==> config.mk <==
export PLATFORM = sky130hd
export DESIGN_NAME = wr_strobe_qual
export DESIGN_NICKNAME = d
export VERILOG_FILES = /design/src/rtl/wsq_pkg.sv /design/src/rtl/wsq_sync.sv /design/src/rtl/wsq_rdgate.sv /design/src/rtl/wsq_fsm.sv /design/src/rtl/wr_strobe_qual.sv
export SDC_FILE = /design/constraint.sdc
export NUM_CORES = 1
export LEC_CHECK = 0
export ABC_AREA = 1
export CAP_MARGIN = 20
export CORE_MARGIN = 4
export CORE_UTILIZATION = 35
export CTS_CLUSTER_SIZE = 16
export DETAILED_ROUTE_END_ITERATION = 12
export PLACE_DENSITY_LB_ADDON = 0.12
export SYNTH_ARGS = -nofsm -noshare
export SYNTH_HDL_FRONTEND = slang
export SYNTH_SLANG_ARGS = --single-unit
export TNS_END_PERCENT = 50
==> constraint.sdc <==
create_clock -name clk -period 2.3 [get_ports clk]
set_input_delay 0.46 -clock clk [delete_from_list [all_inputs] [get_ports clk]]
set_output_delay 0.46 -clock clk [all_outputs]
set_load 0.02 [all_outputs]
==> src/rtl/wsq_pkg.sv <==
package wsq_pkg;

    typedef enum logic [1:0] {
        S_IDLE  = 2'd0,
        S_COUNT = 2'd1,
        S_HELD  = 2'd2,
        S_FIRE  = 2'd3
    } wsq_state_t;

    // bit positions inside the synchronised control vector
    localparam int CTL_CE = 0;
    localparam int CTL_WE = 1;
    localparam int CTL_OE = 2;
    localparam int CTL_LV = 3;
    localparam int CTL_W  = 4;

endpackage

==> src/rtl/wsq_sync.sv <==
module wsq_sync #(
    parameter int           W       = 1,
    parameter int           STAGES  = 2,
    parameter logic [W-1:0] RST_VAL = '0
) (
    input  logic         clk,
    input  logic         rst_n,
    input  logic [W-1:0] d,
    output logic [W-1:0] q
);

    logic [STAGES-1:0][W-1:0] stg;

    generate
        if (STAGES == 1) begin : g_single
            always_ff @(posedge clk or negedge rst_n) begin
                if (!rst_n) stg <= RST_VAL;
                else        stg <= d;
            end
        end else begin : g_chain
            always_ff @(posedge clk or negedge rst_n) begin
                if (!rst_n) stg <= {STAGES{RST_VAL}};
                else        stg <= {stg[STAGES-2:0], d};
            end
        end
    endgenerate

    assign q = stg[STAGES-1];

endmodule

==> src/rtl/wsq_rdgate.sv <==
module wsq_rdgate (
    input  logic clk,
    input  logic rst_n,
    input  logic ce_s_n,
    input  logic oe_s_n,
    input  logic we_s_n,
    output logic rd_oe
);

    always_ff @(posedge clk or negedge rst_n) begin
        if (!rst_n) rd_oe <= 1'b0;
        else        rd_oe <= !ce_s_n && !oe_s_n && we_s_n;
    end

endmodule

==> src/rtl/wsq_fsm.sv <==
module wsq_fsm
    import wsq_pkg::*;
#(
    parameter int ADDR_W    = 16,
    parameter int DATA_W    = 16,
    parameter int MIN_WIDTH = 3
) (
    input  logic              clk,
    input  logic              rst_n,
    input  logic              strobe_act,
    input  logic              oe_low,
    input  logic              supply_low,
    input  logic [ADDR_W-1:0] addr_d,
    input  logic [DATA_W-1:0] data_d,
    output logic              wr_pulse,
    output logic [ADDR_W-1:0] wr_addr,
    output logic [DATA_W-1:0] wr_data
);

    localparam int            CW    = $clog2(MIN_WIDTH + 1);
    localparam logic [CW-1:0] CMAX  = CW'(MIN_WIDTH);
    localparam bit            SHORT = (MIN_WIDTH <= 1);

    wsq_state_t        st, nx;
    logic [CW-1:0]     cnt, cnt_nx;
    logic              inh, inh_nx;
    logic [ADDR_W-1:0] a_lat, a_nx;
    logic [DATA_W-1:0] d_lat, d_nx;

    // next-state and latch logic
    always_comb begin
        nx     = st;
        cnt_nx = cnt;
        inh_nx = inh;
        a_nx   = a_lat;
        d_nx   = d_lat;
        unique case (st)
            S_IDLE, S_FIRE: begin
                if (strobe_act) begin
                    // start: later falling edge captures the address
                    cnt_nx = CW'(1);
                    inh_nx = oe_low | supply_low;
                    a_nx   = addr_d;
                    d_nx   = data_d;
                    nx     = SHORT ? S_HELD : S_COUNT;
                end else begin
                    nx = S_IDLE;
                end
            end
            S_COUNT: begin
                if (!strobe_act) begin
                    nx = S_IDLE;                 // glitch-drop
                end else begin
                    cnt_nx = cnt + CW'(1);
                    inh_nx = inh | oe_low | supply_low;
                    d_nx   = data_d;
                    if (cnt_nx >= CMAX) nx = S_HELD;   // reach-width
                end
            end
            S_HELD: begin
                if (!strobe_act) begin
                    nx = (inh || supply_low) ? S_IDLE : S_FIRE;
                end else begin
                    inh_nx = inh | oe_low | supply_low;
                    d_nx   = data_d;
                end
            end
            default: nx = S_IDLE;
        endcase
    end

    // state register
    always_ff @(posedge clk or negedge rst_n) begin
        if (!rst_n) begin
            st    <= S_IDLE;
            cnt   <= '0;
            inh   <= 1'b0;
            a_lat <= '0;
            d_lat <= '0;
        end else begin
            st    <= nx;
            cnt   <= cnt_nx;
            inh   <= inh_nx;
            a_lat <= a_nx;
            d_lat <= d_nx;
        end
    end

    // outputs
    always_ff @(posedge clk or negedge rst_n) begin
        if (!rst_n) begin
            wr_pulse <= 1'b0;
            wr_addr  <= '0;
            wr_data  <= '0;
        end else begin
            wr_pulse <= (nx == S_FIRE);
            if (nx == S_FIRE) begin
                wr_addr <= a_lat;
                wr_data <= d_lat;
            end
        end
    end

endmodule

==> src/rtl/wr_strobe_qual.sv <==
module wr_strobe_qual
    import wsq_pkg::*;
#(
    parameter int ADDR_W      = 16,
    parameter int DATA_W      = 16,
    parameter int MIN_WIDTH   = 3,
    parameter int SYNC_STAGES = 2
) (
    input  logic              clk,
    input  logic              rst_n,
    input  logic              ce_n,
    input  logic              we_n,
    input  logic              oe_n,
    input  logic              low_supply,
    input  logic [ADDR_W-1:0] addr_in,
    input  logic [DATA_W-1:0] data_in,
    output logic              wr_pulse,
    output logic [ADDR_W-1:0] wr_addr,
    output logic [DATA_W-1:0] wr_data,
    output logic              rd_oe
);

    localparam int           BUS_W    = ADDR_W + DATA_W;
    localparam logic [CTL_W-1:0] CTL_IDLE = CTL_W'(4'b0111);

    logic [CTL_W-1:0] ctl_raw, ctl_s;
    logic [BUS_W-1:0] bus_raw, bus_s;
    logic             act;

    always_comb begin
        ctl_raw         = '0;
        ctl_raw[CTL_CE] = ce_n;
        ctl_raw[CTL_WE] = we_n;
        ctl_raw[CTL_OE] = oe_n;
        ctl_raw[CTL_LV] = low_supply;
    end

    assign bus_raw = {addr_in, data_in};

    wsq_sync #(.W(CTL_W), .STAGES(SYNC_STAGES), .RST_VAL(CTL_IDLE)) u_ctl_sync (
        .clk   (clk),
        .rst_n (rst_n),
        .d     (ctl_raw),
        .q     (ctl_s)
    );

    wsq_sync #(.W(BUS_W), .STAGES(SYNC_STAGES), .RST_VAL('0)) u_bus_pipe (
        .clk   (clk),
        .rst_n (rst_n),
        .d     (bus_raw),
        .q     (bus_s)
    );

    assign act = !ctl_s[CTL_CE] && !ctl_s[CTL_WE];

    wsq_fsm #(.ADDR_W(ADDR_W), .DATA_W(DATA_W), .MIN_WIDTH(MIN_WIDTH)) u_fsm (
        .clk        (clk),
        .rst_n      (rst_n),
        .strobe_act (act),
        .oe_low     (!ctl_s[CTL_OE]),
        .supply_low (ctl_s[CTL_LV]),
        .addr_d     (bus_s[BUS_W-1:DATA_W]),
        .data_d     (bus_s[DATA_W-1:0]),
        .wr_pulse   (wr_pulse),
        .wr_addr    (wr_addr),
        .wr_data    (wr_data)
    );

    wsq_rdgate u_rd (
        .clk    (clk),
        .rst_n  (rst_n),
        .ce_s_n (ctl_s[CTL_CE]),
        .oe_s_n (ctl_s[CTL_OE]),
        .we_s_n (ctl_s[CTL_WE]),
        .rd_oe  (rd_oe)
    );

endmodule

==> impl_metrics.json <==
{
  "hold_path_class": "flop to flop",
  "synth_area_leaders": "dfrtp_1, nand2_1, nand3_1",
  "postLayoutSetupSlackWorst_ns": 0.4291,
  "cp_slowest_cell": "clkdlybuf4s50_1",
  "worst-path-buf-inv": 1,
  "diodes": 0,
  "clkLatencyLatePin_ns": 0.41,
  "cts_setup_buffers": 0,
  "crit_arrival_ns": 1.41,
  "p_per_area_nw_per_um2": 940.5,
  "synth_fp_nets": 432,
  "avgSynthCellArea_um2": 11.99,
  "pre_cts_slack_ns": 0.4596,
  "placed_area_um2": 5637,
  "start_kind": "flop",
  "drv_cap": 0,
  "grt_pass1_vias": 2936,
  "final_cell_mix": "nand2_1, dfrtp_1, clkdlybuf4s50_1",
  "synth_fa_ha_area_share_pct": 0.8006,
  "fin_crit_ns": 1.871,
  "grtUsageTotal_pct": 13.05,
  "routabilityCongestion": 0.7666,
  "setup_tns_ns": 0,
  "overflow": 0,
  "power_frac_comb_pct": 4.7,
  "worstPathMaxFanout": 2,
  "cts_buffers": 17,
  "yosysSeqAreaShare_pct": 76.49,
  "p_leak_nw": 3.089,
  "drt-initial-drc-count": 218,
  "htreeDepth": 4,
  "max_stage_delay_ns": 0.64,
  "synth.mux.area_fraction_pct": 0,
  "timing.final.crit_share_pct": 81.34,
  "synthSimpleGateAreaFrac_pct": 18.60,
  "synth_top_area_share_pct": 73.13,
  "worstSetupPathType": "flop to output port",
  "rsz0062_at_grt": "no",
  "p_clk_share_pct": 48.8,
  "synth.distinct_cells": 22,
  "grt_antenna_before_repair": 0,
  "layout_commonest_cell": "nand2_1",
  "register_area_um2": 3586,
  "cts_hold_buf": 1,
  "clock_skew_ns": 0.005527,
  "crit_family": "buffers and inverters",
  "status": "finished, final reports clean",
  "ctsResizeCount": 0,
  "port_buffers": 71,
  "rows": 42,
  "worstPathCellList": "clkdlybuf4s50_1",
  "multi_input_area_um2": 958.4,
  "wl_um": 8809,
  "cts_root_buf": "clkbuf_16",
  "syn_to_final_growth_pct": 33.95,
  "yosysTopAreaCell": "dfrtp_1",
  "synth_compound_area_share_pct": 1.041,
  "die_area_um2": 15310,
  "cts.clk_slew.worst_paths_ns": 0.06,
  "drc": 0,
  "dr.pass1.iters": 4,
  "wire_per_inst_um": 13.17,
  "grt_first_pass_wirelength_um": 14790,
  "synth_top_family_by_area": "simple AND/OR/NAND/NOR gates",
  "ant_nets": 0,
  "dp_hpwl_um": 5694,
  "drv_slew": 0,
  "core_um2": 13190,
  "synth_seq_cells": 143,
  "syn_area_um2": 4688,
  "synth_xor_area_share_pct": 0,
  "grt_max_degree": 41,
  "fin_nets": 521,
  "synthCells": 391,
  "relSlewSlack_pct": 76.02,
  "die_w_um": 123.7,
  "finalSetupViolations": 0,
  "io_pins": 72,
  "power.switching_mw": 1.205,
  "design_area_um2": 6280,
  "switching_share_pct": 20.39,
  "cp-end-kind": "output port",
  "nFillCells": 1193,
  "clockBufferDepth": 2,
  "max_freq_mhz": 534.5,
  "fp.dieH_um": 123.7,
  "required_ns": 1.84,
  "hold_viol_final": 0,
  "irDropWorstVdd_mv": 0.4975,
  "via_count": 2825,
  "ys_warn_count": 0,
  "drive_above_1_share_pct": 11.76,
  "seq_power_share_pct": 46.5,
  "clkSinkCount": 143,
  "start_util_pct": 35.54,
  "via_per_inst": 4.223,
  "cts_tree": "built",
  "intPower_mw": 4.701,
  "worst_pin_slew_ns": 0.3597
}
-- power groups by stage --
stage | Combinational, mW | Sequential [mW] | Clock [mW]
floorplan | 0.124 | 2.78 | 0
global placement | 0.275 | 2.79 | 0
detailed placement | 0.285 | 2.79 | 0
CTS | 0.288 | 2.75 | 2.95
global route | 0.327 | 2.77 | 3.07
finish | 0.277 | 2.75 | 2.88
-- synthesized netlist by cell type --
cell type  number
nand2_1       170
dfrtp_1       137
nand3_1        34
inv_1          10
dfstp_2         6
buf_2           4
buf_6           4
o21ai_0         4
buf_4           3
clkbuf_1        3
ha_1            3
nand2_2         3
a21oi_1         1
a21oi_4         1
clkinv_1        1
inv_2           1
nand3_2         1
nand3_4         1
nor2_2          1
nor3_1          1
o21bai_1        1
or2_2           1
-- per-stage QoR --
step | utilization [%] | power, mW | hold WS [ns] | instances
after CTS | 47.61 | 5.987 | 0.3466 | 669
final | 47.61 | 5.906 | 0.3450 | 669
after global placement | 42.73 | 3.064 | 0.3313 | 636
after floorplan | - | 2.900 | 0.1644 | 391
after detailed placement | 42.73 | 3.076 | 0.3347 | 636
after global routing | 47.61 | 6.165 | 0.3506 | 669
-- metal layers --
layer / global-route usage (%) / share of wire, % / wire, µm
met1: 16.70 / 46 / 4038
met5: 0 / 0 / 0
met2: 19.67 / 47 / 4169
met3: 4.950 / 5.0 / 443
met4: 6.021 / 1.8 / 158
-- worst paths after layout --
path	startpoint	endpoint	slack, ns	cells past startpoint
max in group asynchronous	rst_n	u_bus_pipe.q[6]	1.12	3
max	u_fsm.wr_addr[14]	wr_addr[14]	0.43	1
min in group asynchronous	rst_n	u_ctl_sync.stg[3]	0.51	2
min reg2reg	u_bus_pipe.stg[2]	u_bus_pipe.q[2]	0.34	0
max reg2reg	u_fsm.st[0]	u_fsm.wr_data[8]	0.47	8
min	u_bus_pipe.stg[2]	u_bus_pipe.q[2]	0.34	0
-- flip-flops by register name (all words and copies together), names as in the netlist, 4 cells and up --
name,flops
u_ctl_sync.q,4
u_bus_pipe.q,32
u_bus_pipe.stg,32
u_ctl_sync.stg,4
u_fsm.a_lat,16
u_fsm.wr_addr,16
u_fsm.wr_data,16
u_fsm.d_lat,16
-- final cells by class --
cell class,instances,area share (%)
inverter,12,0.7173
multi-input combinational,222,15.26
tap,176,3.507
clock buffer,22,7.551
clock inverter,10,2.530
timing repair buffer,84,13.33
sequential,143,57.10
-- kinds of logic after synthesis --
group                    count (synthesis)
flip-flops                             143
AND/OR/NAND/NOR                        212
AO/OA/AOI/OAI                            7
buffers and inverters                   26
adder cells (fa/ha/maj)                  3
Power figures use the tool's default switching activity.
